### config.mk
export PLATFORM = sky130hd
export DESIGN_NAME = dual_xcvr_ctrl
export DESIGN_NICKNAME = d
export VERILOG_FILES = /design/src/rtl/xcvr_pkg.sv /design/src/rtl/xcvr_chan.sv /design/src/rtl/amp_scale.sv /design/src/rtl/dual_xcvr_ctrl.sv
export SDC_FILE = /design/constraint.sdc
export NUM_CORES = 1
export LEC_CHECK = 0
export BUFFER_PORTS_ARGS = -buffer_cell sky130_fd_sc_hd__buf_2
export CAP_MARGIN = 10
export CORE_MARGIN = 4
export CORE_UTILIZATION = 40
export CTS_BUF_LIST = sky130_fd_sc_hd__clkbuf_4 sky130_fd_sc_hd__clkbuf_8
export CTS_CLUSTER_SIZE = 24
export DETAILED_ROUTE_END_ITERATION = 6
export SYNTH_ARGS = -nofsm -noshare
export SYNTH_HDL_FRONTEND = slang
export SYNTH_SLANG_ARGS = --single-unit
### constraint.sdc
create_clock -name clk -period 12.71 [get_ports clk]
set_input_delay 1.271 -clock clk [delete_from_list [all_inputs] [get_ports clk]]
set_output_delay 1.271 -clock clk [all_outputs]
set_load 0.01 [all_outputs]
### src/rtl/xcvr_pkg.sv
// Package: shared types and constants for the dual transceiver control logic.
// Assumes the three-level select pin is resolved to a two-bit code outside.
package xcvr_pkg;

    // Amplitude source code as seen after the three-level pin resolver
    typedef enum logic [1:0] {
        AMP_DAC_FINE   = 2'b00,  // pin low: DAC with fine step
        AMP_ANALOG     = 2'b01,  // pin floating: external analog control
        AMP_DAC_COARSE = 2'b10,  // pin high: DAC with coarse step
        AMP_RESERVED   = 2'b11   // not produced by the resolver, treated as analog
    } amp_sel_t;

endpackage

### src/rtl/xcvr_chan.sv
// Module: xcvr_chan
// One transceiver channel. The driver is enabled only when the inhibit input
// is clear and the complementary data inputs differ. While enabled, each drive
// level follows its data input. Receive data is gated by the receiver enable.
// All outputs are registered. Assumes inputs are synchronous to clk.
module xcvr_chan (
    input  logic clk,
    input  logic rst_n,
    input  logic tx_p,
    input  logic tx_n,
    input  logic tx_inh,
    input  logic rx_en,
    input  logic cmp_p,
    input  logic cmp_n,
    output logic drv_en,
    output logic drv_p,
    output logic drv_n,
    output logic rx_p,
    output logic rx_n
);

    logic drive_ok;

    // Driver qualification: the pair must differ and the inhibit must be clear
    always_comb begin
        drive_ok = !tx_inh && (tx_p != tx_n);
    end

    // Driver register: the drive levels are zeroed while high impedance
    always_ff @(posedge clk) begin
        if (!rst_n) begin
            drv_en <= 1'b0;
            drv_p  <= 1'b0;
            drv_n  <= 1'b0;
        end else begin
            drv_en <= drive_ok;
            drv_p  <= drive_ok & tx_p;
            drv_n  <= drive_ok & tx_n;
        end
    end

    // Receiver register: gate both comparator outputs with the enable
    always_ff @(posedge clk) begin
        if (!rst_n) begin
            rx_p <= 1'b0;
            rx_n <= 1'b0;
        end else begin
            rx_p <= rx_en & cmp_p;
            rx_n <= rx_en & cmp_n;
        end
    end

    // equal data inputs leave the driver off on the next cycle
    p_equal_hiz_r1: assert property (@(posedge clk) disable iff (!rst_n)
        (tx_p == tx_n) |=> (!drv_en && !drv_p && !drv_n));

    // inhibit forces the driver off
    p_inhibit_r2: assert property (@(posedge clk) disable iff (!rst_n)
        tx_inh |=> (!drv_en && !drv_p && !drv_n));

    // an enabled driver always shows opposite drive levels
    p_polarity_r3: assert property (@(posedge clk) disable iff (!rst_n)
        drv_en |-> (drv_p != drv_n));

    // a disabled receiver reads low on both outputs
    p_rx_gate_r4: assert property (@(posedge clk) disable iff (!rst_n)
        !rx_en |=> (!rx_p && !rx_n));

endmodule

### src/rtl/amp_scale.sv
// Module: amp_scale
// Shared amplitude source selector. It decodes the select code and registers
// the analog-mode flag and the nominal amplitude in millivolts (step × code).
// Assumes the step constants times the largest code fit in MV_W bits.
module amp_scale
    import xcvr_pkg::*;
#(
    parameter int DAC_W      = 8,
    parameter int MV_W       = 15,
    parameter int STEP_LO_MV = 19,
    parameter int STEP_HI_MV = 101
) (
    input  logic             clk,
    input  logic             rst_n,
    input  logic [1:0]       amp_sel,
    input  logic [DAC_W-1:0] dac_code,
    output logic             use_analog,
    output logic [MV_W-1:0]  amp_mv
);

    localparam int          CODE_MAX = (1 << DAC_W) - 1;
    localparam int          MV_MAX   = STEP_HI_MV * CODE_MAX;
    localparam logic [MV_W-1:0] STEP_LO = MV_W'(STEP_LO_MV);
    localparam logic [MV_W-1:0] STEP_HI = MV_W'(STEP_HI_MV);

    amp_sel_t        sel;
    logic            analog_d;
    logic [MV_W-1:0] step_d;
    logic [MV_W-1:0] mv_d;

    // Select decode: choose the source and the step size
    always_comb begin
        sel = amp_sel_t'(amp_sel);
        unique case (sel)
            AMP_DAC_FINE:   begin analog_d = 1'b0; step_d = STEP_LO;  end
            AMP_DAC_COARSE: begin analog_d = 1'b0; step_d = STEP_HI;  end
            default:        begin analog_d = 1'b1; step_d = '0;       end
        endcase
        mv_d = MV_W'(step_d * MV_W'(dac_code));
    end

    // Output register for the mode flag and the amplitude
    always_ff @(posedge clk) begin
        if (!rst_n) begin
            use_analog <= 1'b0;
            amp_mv     <= '0;
        end else begin
            use_analog <= analog_d;
            amp_mv     <= mv_d;
        end
    end

    // a low select scales the DAC code by the fine step
    p_fine_scale_r5: assert property (@(posedge clk) disable iff (!rst_n)
        (amp_sel == 2'b00) |=> (!use_analog &&
            (32'(amp_mv) == STEP_LO_MV * 32'($past(dac_code)))));

    // a floating or reserved select reports analog mode with zero amplitude
    p_analog_zero_r6: assert property (@(posedge clk) disable iff (!rst_n)
        amp_sel[0] |=> (use_analog && (amp_mv == '0)));

    // a high select scales the DAC code by the coarse step
    p_coarse_scale_r7: assert property (@(posedge clk) disable iff (!rst_n)
        (amp_sel == 2'b10) |=> (!use_analog &&
            (32'(amp_mv) == STEP_HI_MV * 32'($past(dac_code)))));

    // the amplitude never exceeds the coarse full scale
    p_range_r7: assert property (@(posedge clk) disable iff (!rst_n)
        32'(amp_mv) <= MV_MAX);

endmodule

### src/rtl/dual_xcvr_ctrl.sv
// Module: dual_xcvr_ctrl
// Top level: one xcvr_chan per bus channel (bit 0 = A, bit 1 = B) and one
// shared amp_scale. It adds no logic of its own beyond the wiring.
module dual_xcvr_ctrl #(
    parameter int CH_N       = 2,
    parameter int DAC_W      = 8,
    parameter int MV_W       = 15,
    parameter int STEP_LO_MV = 19,
    parameter int STEP_HI_MV = 101
) (
    input  logic             clk,
    input  logic             rst_n,
    input  logic [CH_N-1:0]  tx_p,
    input  logic [CH_N-1:0]  tx_n,
    input  logic [CH_N-1:0]  tx_inh,
    input  logic [CH_N-1:0]  rx_en,
    input  logic [CH_N-1:0]  cmp_p,
    input  logic [CH_N-1:0]  cmp_n,
    input  logic [1:0]       amp_sel,
    input  logic [DAC_W-1:0] dac_code,
    output logic [CH_N-1:0]  drv_en,
    output logic [CH_N-1:0]  drv_p,
    output logic [CH_N-1:0]  drv_n,
    output logic [CH_N-1:0]  rx_p,
    output logic [CH_N-1:0]  rx_n,
    output logic             use_analog,
    output logic [MV_W-1:0]  amp_mv
);

    // channels are built as separate instances with no shared state
    for (genvar c = 0; c < CH_N; c++) begin : g_chan
        xcvr_chan u_chan (
            .clk    (clk),
            .rst_n  (rst_n),
            .tx_p   (tx_p[c]),
            .tx_n   (tx_n[c]),
            .tx_inh (tx_inh[c]),
            .rx_en  (rx_en[c]),
            .cmp_p  (cmp_p[c]),
            .cmp_n  (cmp_n[c]),
            .drv_en (drv_en[c]),
            .drv_p  (drv_p[c]),
            .drv_n  (drv_n[c]),
            .rx_p   (rx_p[c]),
            .rx_n   (rx_n[c])
        );
    end

    amp_scale #(
        .DAC_W      (DAC_W),
        .MV_W       (MV_W),
        .STEP_LO_MV (STEP_LO_MV),
        .STEP_HI_MV (STEP_HI_MV)
    ) u_amp (
        .clk        (clk),
        .rst_n      (rst_n),
        .amp_sel    (amp_sel),
        .dac_code   (dac_code),
        .use_analog (use_analog),
        .amp_mv     (amp_mv)
    );

    // outputs stay cleared for the cycle after reset is held
    p_reset_clear_r9: assert property (@(posedge clk)
        !rst_n |=> (drv_en == '0 && rx_p == '0 && rx_n == '0 && amp_mv == '0 && !use_analog));

endmodule

==> impl_metrics.json, run 1 <==
{
  "wl_met2_mm": 1.942,
  "synth.distinct_cells": 39,
  "p_per_area_nw_per_um2": 86.52,
  "max_freq_mhz": 188.1,
  "cts-resized-gates": 0,
  "synth_cells": 249,
  "final_cells": 360,
  "p_total_w": 0.0002309,
  "dr_total_vias": 1677,
  "ys_seq_area_share_pct": 21.81,
  "synth_top_cell_area_share_pct": 22.55,
  "ys_ff_latch": 26,
  "placed_area_um2": 2628,
  "maxSlewViolCount": 0,
  "antenna_found_initial": 0,
  "clockBufferDepth": 2,
  "finalHoldViolCount": 0,
  "syn_nets": 334,
  "worstPathMaxFanout": 9,
  "slew_headroom_pct": 73.20,
  "fin_area_um2": 2669,
  "cpMaxStageDelayCell": "fa_1",
  "drive_above_1_share_pct": 19.10,
  "crit_buf_inv": 3,
  "htreeDepth": 1,
  "cts_hold_buf": 0,
  "post-cts-setup-buffers": 0,
  "gp_congestion": 0.8830,
  "ios": 50,
  "avgSynthCellArea_um2": 9.582,
  "grt_max_degree": 25,
  "wl_met1_mm": 2.162,
  "dp_hpwl_mm": 3.764,
  "cpLargestDelayFamily": "adder cells",
  "port_buffers": 49,
  "critPathKind": "input pin to register",
  "leakagePower_nw": 1.491,
  "fin_nets": 375,
  "grt_pass1_wl_mm": 7.182,
  "crit_path_max_incr_delay_ns": 0.54,
  "dp.cells": 357,
  "worst_slew_pin_slew_ns": 0.4002,
  "rsz0062_at_grt": "false",
  "yosysWarnings": 0,
  "synth_commonest_cells": "43 x ha_1, 37 x inv_1, 29 x and2_1, 26 x dfxtp_1, 18 x fa_1",
  "cap_violations": 0,
  "cp.arrival_ns": 5.47,
  "drtAntennaViolNets": 0,
  "start_util_pct": 42.29,
  "top_layer": "met4",
  "cts_sinks": 26,
  "synth_top_cell_by_area": "ha_1",
  "antenna_cells": 0,
  "grt_remaining_overflow": 0,
  "tns_ns": 0,
  "post-route-period-util_pct": 41.82,
  "path_cells": "buf_2 -> nor2b_1 -> and2_1 -> fa_1 -> fa_1 -> inv_1 -> fa_1 -> inv_1 -> ha_1 -> ha_1 -> a21oi_4 -> o22ai_1 -> o21a_1 -> or4_1 -> and3_1",
  "drc": 0,
  "rows": 27,
  "drtIter0Drc": 57,
  "grt_pass1_vias": 1625,
  "synth-edff-count": 0,
  "core_area_um2": 5642,
  "synth_top_flop_cell": "dfxtp_1",
  "cp_data_required_time_ns": 12.87,
  "firstDrtPassIters": 4,
  "vdd_drop_max_uv": 60.96,
  "detail_route.wl_per_cell_um": 11.95,
  "clk_pin_slew_ns": 0.08,
  "areaGrowthSynthToFinish_pct": 11.85,
  "root_buffer": "clkbuf_8",
  "end_kind": "register",
  "vias_per_cell": 4.658,
  "drt_wl_total_mm": 4.301,
  "status": "complete, no violations",
  "wl_met3_um": 168,
  "start_kind": "input pin",
  "netlist_top_cells_area": "ha_1 23%, dfxtp_1 22%, fa_1 15%",
  "syn_area_um2": 2386,
  "crit_top_cell": "fa_1",
  "setup_viol": 0,
  "synth.most_common_cell": "ha_1",
  "die_area_um2": 7265,
  "cts_buffers": 3,
  "synthArstFlopShare_pct": 0,
  "groute.usage.overall_pct": 11.90,
  "hp-class": "input pin to register",
  "dieWidth_um": 85.24,
  "post-route-min-period_ns": 5.315,
  "tritoncts": "done",
  "die_y_um": 85.24
}
## cells by family (layout without fill, tap and decap cells)
kind of cell | after synthesis | in the layout | share of synthesized area (%)
mux | 2 | 2 | 0.8390
compound gates | 31 | 31 | 8.968
buf+inv | 50 | 89 | 9.753
flops | 26 | 26 | 21.81
simple gates | 67 | 67 | 16.57
fa+ha+maj | 61 | 61 | 37.65
xor+xnor | 12 | 12 | 4.405
## sequential cells by signal, indices dropped and copies added (netlist names)
signal	cells
g_chan.u_chan.drv_en	2
u_amp.use_analog	1
g_chan.u_chan.rx_n	2
g_chan.u_chan.drv_p	2
g_chan.u_chan.rx_p	2
u_amp.amp_mv	15
g_chan.u_chan.drv_n	2
## cell type report
| cell class | count | area, um2 |
|---|---|---|
| fill | 529 | 2973 |
| multi-input combinational | 173 | 1633 |
| sequential | 26 | 520.5 |
| timing repair buffer | 49 | 245.2 |
| inverter | 37 | 138.9 |
| tap | 72 | 90.09 |
| clock buffer | 3 | 41.29 |
## power breakdown
group | switching [W] | internal [W]
sequential | 0.00000174 | 0.0000901
combinational | 0.0000536 | 0.0000431
clock | 0.0000213 | 0.0000211
total | 0.0000766 | 0.000154
## path summary, 6_finish.rpt
check                                            end  cells past startpoint        from  slack [ns]
setup / recovery         u_amp.amp_mv[14]$_SDFF_PN0_                     15  amp_sel[0]        7.40
hold / removal    g_chan[0].u_chan.drv_en$_SDFF_PN0_                      2   tx_inh[0]        1.19
## metal layers
metal	GRT usage [%]	vias to the layer above
li1	-	891
met1	16.83	758
met2	19.35	26
met3	0.9709	2
met4	3.453	0
met5	0	-
## metrics by stage
step	util (%)	hold WS, ns	setup WS (ns)
floorplan	-	1.362	7.571
finish	47.31	1.185	7.395
global route	47.31	1.176	7.220
CTS	47.31	1.175	7.382
detailed placement	46.57	1.458	7.107
global placement	46.57	1.454	7.126
## placed cells by master, fill, tap and decap left out, types with 2 or more instances in the layout
master / netlist / layout
a21o_1: 3 / 3
a21oi_1: 8 / 8
a31oi_1: 2 / 2
and2_1: 29 / 29
and3_1: 5 / 5
buf_2: 0 / 49
clkbuf_8: 0 / 3
dfxtp_1: 26 / 26
fa_1: 18 / 18
ha_1: 43 / 43
inv_1: 37 / 37
mux2i_1: 2 / 2
nand2_1: 7 / 7
nand2b_1: 3 / 3
nand3_1: 3 / 3
nor2_1: 4 / 4
nor2b_1: 8 / 8
nor3b_1: 2 / 2
o211ai_1: 3 / 3
o21a_1: 2 / 2
o21ai_0: 4 / 4
xnor2_1: 8 / 8
xor2_1: 4 / 4
Note: power is estimated with default switching activity, not from simulation.
==> inputs of run 2 (changes only) <==
--- a/config.mk
+++ b/config.mk
@@ -5,6 +5,7 @@
 export SDC_FILE = /design/constraint.sdc
 export NUM_CORES = 1
 export LEC_CHECK = 0
+export ABC_AREA = 1
 export BUFFER_PORTS_ARGS = -buffer_cell sky130_fd_sc_hd__buf_2
 export CAP_MARGIN = 10
 export CORE_MARGIN = 4
==> constraint.sdc (replaced) <==
create_clock -name clk -period 5.1 [get_ports clk]
set_input_delay 0.51 -clock clk [delete_from_list [all_inputs] [get_ports clk]]
set_output_delay 0.51 -clock clk [all_outputs]
set_load 0.01 [all_outputs]
==> run 2 against run 1 <==
  * Via count up 25%
  * Highest routed layer unchanged
  * Area after synthesis is 7.6% higher
  * Cell area increased by 8.2%
  * Utilization up 0.34 points
  * Die area is 6.9% higher
  * Clock-buffer cell count is the same
  * Critical path type unchanged
  * Total power grew to 2.8 times the previous value
  * Global-route usage up 1.1 points
  * Combinational power grew to 2.6 times the previous value
  * Wire length increased by 13%
==> impl_metrics.json, run 2 <==
{
  "core_area_um2": 6061,
  "grt_pass1_vias": 1851,
  "worst_slew_pin_slew_ns": 0.3617,
  "syn_nets": 432,
  "clk_pin_slew_ns": 0.09,
  "antenna_found_initial": 0,
  "die_area_um2": 7764,
  "leakagePower_nw": 1.808,
  "htreeDepth": 1,
  "grt_remaining_overflow": 0,
  "hp-start": "tx_inh[0]",
  "detail_route.wl_per_cell_um": 10.48,
  "grt_pass1_wl_mm": 8.059,
  "grt_max_degree": 18,
  "tns_ns": 0,
  "final_util_pct": 47.65,
  "cpMaxStageDelayCell": "fa_1",
  "placed_area_um2": 2816,
  "cts_hold_buf": 0,
  "port_buffers": 49,
  "worstPathMaxFanout": 9,
  "synth_top_flop_cell": "dfxtp_1",
  "drt_wl_total_mm": 4.851,
  "synth-edff-count": 0,
  "setup_viol": 0,
  "status": "complete, no violations",
  "largest_reg_flops": 15,
  "netlist_top_cells_area": "ha_1 21%, dfxtp_1 20%, fa_1 14%",
  "antenna_cells": 0,
  "tritoncts": "done",
  "post-route-period-util_pct": 78.35,
  "fillers": 612,
  "hp-class": "input pin to register",
  "cap_violations": 0,
  "firstDrtPassIters": 4,
  "fin_hold_ws_ns": 0.4145,
  "drtIter0Drc": 76,
  "crit_buf_inv": 4,
  "synth_cells": 347,
  "finalHoldViolCount": 0,
  "ys_ff_latch": 26,
  "rows": 28,
  "cp.arrival_ns": 4.17,
  "yosysWarnings": 0,
  "vias_per_cell": 4.516,
  "cts_sinks": 26,
  "critPathKind": "input pin to register",
  "multi_input_area_um2": 1657,
  "rsz0062_at_grt": "false",
  "slew_headroom_pct": 75.80,
  "gp_congestion": 0.8648,
  "drtAntennaViolNets": 0,
  "ios": 50,
  "synth_top_cell_by_area": "ha_1",
  "cts_buffers": 3,
  "ys_seq_area_share_pct": 20.27,
  "most-common-layout-cells": "77 x inv_1, 74 x nand2_1, 49 x buf_2",
  "dieWidth_um": 88.12,
  "groute.usage.overall_pct": 12.97,
  "root_buffer": "clkbuf_8",
  "max_freq_mhz": 250.3,
  "top_register": "u_amp.amp_mv",
  "crit_top_cell": "nand2_1",
  "die_y_um": 88.12,
  "post-route-min-period_ns": 3.996,
  "vdd_drop_max_uv": 170.1,
  "drive_above_1_share_pct": 17.27,
  "dr_total_vias": 2091,
  "mostFrequentLayoutCell": "inv_1",
  "hold_path_end": "g_chan[0].u_chan.drv_en$_SDFF_PN0_",
  "end_kind": "register",
  "crit_cells": 22,
  "areaGrowthSynthToFinish_pct": 12.48,
  "cp_data_required_time_ns": 5.27,
  "clockBufferDepth": 2,
  "fin_nets": 474,
  "seq_area_um2": 520.5,
  "p_per_area_nw_per_um2": 225.0,
  "post-cts-setup-buffers": 0,
  "drc": 0,
  "avgSynthCellArea_um2": 7.399,
  "synth.distinct_cells": 27,
  "synth_commonest_cells": "77 x inv_1, 74 x nand2_1, 48 x nor2_1, 43 x ha_1, 26 x dfxtp_1",
  "min_path_cells": 2,
  "cpLargestDelayFamily": "adder cells",
  "maxSlewViolCount": 0,
  "start_kind": "input pin",
  "path_cells": "buf_2 -> inv_1 -> nand2_1 -> nor2_4 -> nor2_1 -> a21oi_1 -> ha_1 -> a21o_1 -> fa_1 -> fa_1 -> inv_1 -> fa_1 -> inv_1 -> ha_1 -> nand2_1 -> nand2_1 -> nand2_1 -> nand2_1 -> a21oi_1 -> nand2_1 -> nand2_1 -> nor2_1",
  "start_util_pct": 42.36,
  "synth_top_cell_area_share_pct": 20.96,
  "syn_area_um2": 2567,
  "dp_hpwl_mm": 4.301,
  "crit_path_max_incr_delay_ns": 0.54,
  "fin_area_um2": 2888,
  "synth.most_common_cell": "inv_1",
  "cts-resized-gates": 0,
  "synthArstFlopShare_pct": 0
}
==> run 2: cell types whose count changed in the layout (fill, tap and decap cells not counted), moves of 4 or more <==
cell and delta:
nand3_1 +8, inv_1 +40, nand2_1 +67, xnor2_1 -7
and2_1 -25, xor2_1 -4, nor2_1 +44, nor2b_1 -8
and3_1 -5
==> run 2: layout make-up <==
cell class,instances,share of cell area (%)
sequential,26,18.02
inverter,80,10.40
clock buffer,3,1.430
timing repair buffer,49,8.492
multi-input combinational,229,57.37
clock inverter,1,1.040
tap,75,3.250
==> run 2: through the flow <==
stage               worst slack (ns)  std cells  power [W]
floorplan                      1.155        347  0.0004214
global placement              0.8573        459  0.0004884
detailed placement            0.8030        459  0.0004898
CTS                            1.089        463  0.0006591
global route                  0.7317        463  0.0007113
finish                         1.104        463  0.0006498
==> run 2: power by group <==
part / total (W) / switching, W / internal [W] / leakage [nW]
Combinational: 0.000256 / 0.000159 / 0.0000966 / 1.56
Clock: 0.000167 / 0.0000618 / 0.000105 / 0.0357
Sequential: 0.000227 / 0.00000377 / 0.000224 / 0.214
==> run 2: worst max path at each step <==
stage,start,end
after floorplan,amp_sel[0],u_amp.amp_mv[10]$_SDFF_PN0_
after global placement,amp_sel[0],u_amp.amp_mv[14]$_SDFF_PN0_
after detailed placement,amp_sel[0],u_amp.amp_mv[10]$_SDFF_PN0_
after CTS,amp_sel[0],u_amp.amp_mv[10]$_SDFF_PN0_
after global routing,amp_sel[0],u_amp.amp_mv[10]$_SDFF_PN0_
final,amp_sel[0],u_amp.amp_mv[10]$_SDFF_PN0_
==> run 2: cell families (layout without fill, tap and decap cells) <==
logic type	Yosys count	after routing	share of synthesized area, %
AO/OA/AOI/OAI	22	22	5.409
XOR/XNOR	1	1	0.3412
adder cells (fa/ha/maj)	61	61	34.99
buffers and inverters	92	133	15.20
flip-flops	26	26	20.27
AND/OR/NAND/NOR	145	145	23.78
==> run 2: metal layers <==
layer | GRT usage [%] | routed length (um) | share of wire [%]
met3 | 1.129 | 327 | 6.7
met5 | 0 | 0 | 0
met2 | 20.07 | 2144 | 44
met4 | 4.258 | 48 | 0.99
met1 | 19.01 | 2330 | 48
==> inputs of run 3 (changes only) <==
==> constraint.sdc (replaced) <==
create_clock -name clk -period 3.7 [get_ports clk]
set_input_delay 0.37 -clock clk [delete_from_list [all_inputs] [get_ports clk]]
set_output_delay 0.37 -clock clk [all_outputs]
set_load 0.01 [all_outputs]
==> run 3 against run 2 <==
  * Combinational power up 100%
  * Sequential share of layout area is 2.8 points lower
  * Cell count rose by 7.6%
  * Largest cell class unchanged
  * Die area unchanged
  * Worst hold slack got worse by 0.15 ns
  * Via count grew 7.0%
  * Cell area is 18% higher
  * Global-route usage rose by 0.88 points
  * Sequential power up 38%
==> impl_metrics.json, run 3 (synthesis results as in run 2) <==
{
  "worstPathMaxFanout": 6,
  "drtIter0Drc": 47,
  "p_per_area_nw_per_um2": 312.8,
  "grt_pass1_vias": 2059,
  "rsz0062_at_grt": "true",
  "firstDrtPassIters": 4,
  "core_area_um2": 6061,
  "areaGrowthSynthToFinish_pct": 32.75,
  "cp_data_required_time_ns": 3.87,
  "setup_viol": 0,
  "dp.cells": 490,
  "drc": 0,
  "clk_pin_slew_ns": 0.09,
  "maxSlewViolCount": 0,
  "cp.arrival_ns": 3.78,
  "htreeDepth": 1,
  "finalHoldViolCount": 0,
  "max_freq_mhz": 277.1,
  "detail_route.wl_per_cell_um": 10.92,
  "hp-class": "input pin to register",
  "cpMaxStageDelayCell": "fa_1",
  "drive_above_1_share_pct": 35.46,
  "final_util_pct": 56.23,
  "status": "complete, no violations",
  "cts_buffers": 3,
  "vias_per_cell": 4.492,
  "start_util_pct": 42.36,
  "worst_slew_pin_slew_ns": 0.3058,
  "port_buffers": 49,
  "worst_slack_ns": 0.09127,
  "place_ws_ns": -0.2430,
  "cts_sinks": 26,
  "tritoncts": "done",
  "groute.usage.overall_pct": 13.85,
  "cap_violations": 0,
  "grt_pass1_wl_mm": 8.721,
  "mostFrequentLayoutCell": "inv_1",
  "grt_max_degree": 18,
  "fin_nets": 509,
  "antenna_found_initial": 0,
  "leakagePower_nw": 2.018,
  "clockBufferDepth": 2,
  "largest_reg_flops": 15,
  "ios": 50,
  "start_kind": "input pin",
  "top_register": "u_amp.amp_mv",
  "post-route-period-util_pct": 97.53,
  "drtAntennaViolNets": 0,
  "dr_total_vias": 2237,
  "gp_congestion": 0.8928,
  "die_area_um2": 7764,
  "end_kind": "register",
  "antenna_cells": 0,
  "crit_path_max_incr_delay_ns": 0.51,
  "tns_ns": 0,
  "path_cells": "buf_8 -> inv_4 -> nor2_4 -> clkinv_4 -> nor2_8 -> nor2_1 -> a21oi_1 -> ha_2 -> inv_2 -> fa_1 -> inv_1 -> fa_1 -> fa_1 -> ha_4 -> nand2_4 -> nor2_1 -> nand3_1 -> nand3_2 -> nand2_1 -> nand2_1 -> nor2_1",
  "dieWidth_um": 88.12,
  "rows": 28,
  "grt_remaining_overflow": 0,
  "critPathKind": "input pin to register",
  "drt_wl_total_mm": 5.437,
  "root_buffer": "clkbuf_8",
  "fin_hold_ws_ns": 0.2602,
  "final_cells": 498,
  "slew_headroom_pct": 79.62,
  "die_y_um": 88.12,
  "most-common-layout-cells": "72 x inv_1, 57 x nand2_1, 47 x buf_2",
  "dp_hpwl_mm": 4.531,
  "vdd_drop_max_uv": 303.7,
  "post-route-min-period_ns": 3.609
}
## run 3: path summary, 6_finish.rpt
path | start | endpoint | slack (ns) | depth (start not counted)
worst max-delay path | amp_sel[1] | u_amp.amp_mv[11]$_SDFF_PN0_ | 0.09 | 21
worst min-delay path | tx_inh[0] | g_chan[0].u_chan.drv_en$_SDFF_PN0_ | 0.26 | 2
## run 3: metrics by stage
stage / total power (W) / instance area, um2
after floorplan: 0.0005934 / 2610
final: 0.001066 / 3408
after detailed placement: 0.0007302 / 3092
after CTS: 0.0009682 / 3163
after global routing: 0.001153 / 3408
after global placement: 0.0007277 / 3092
## run 3: timing repair
item                                    CTS  global route
hold buffers                              0             0
gates resized for setup                   0            61
setup buffers                             0             4
endpoints found under the hold margin     0             0
endpoints found under the setup margin    0             8
## run 3: routing by layer
metal  share of wire [%]  wire length, um  track usage (%)
met1                  46             2524            19.52
met2                  48             2613            23.36
met3                 4.5              247           0.7526
met4                0.96               52            3.297
met5                   0                0                0
## run 3: layout make-up
| cell class | instances | area, um2 |
|---|---|---|
| timing repair buffer | 84 | 528.0 |
| clock inverter | 1 | 30.03 |
| inverter | 80 | 307.8 |
| clock buffer | 3 | 41.29 |
| sequential | 26 | 520.5 |
| multi-input combinational | 229 | 1887 |
| tap | 75 | 93.84 |
| fill | 574 | 2653 |
## run 3: power breakdown
| group | internal, W | total, W | switching, W |
|---|---|---|---|
| sequential | 0.000308 | 0.000313 | 0.00000501 |
| combinational | 0.000234 | 0.000520 | 0.000286 |
| clock | 0.000145 | 0.000233 | 0.0000884 |
## run 3: critical path, delay by kind of cell
family / cells / cell delay (ns)
buffers and inverters: 5 / 0.37
adder cells (fa/ha/maj): 5 / 2.00
AO/OA/AOI/OAI: 1 / 0.15
AND/OR/NAND/NOR: 10 / 0.88
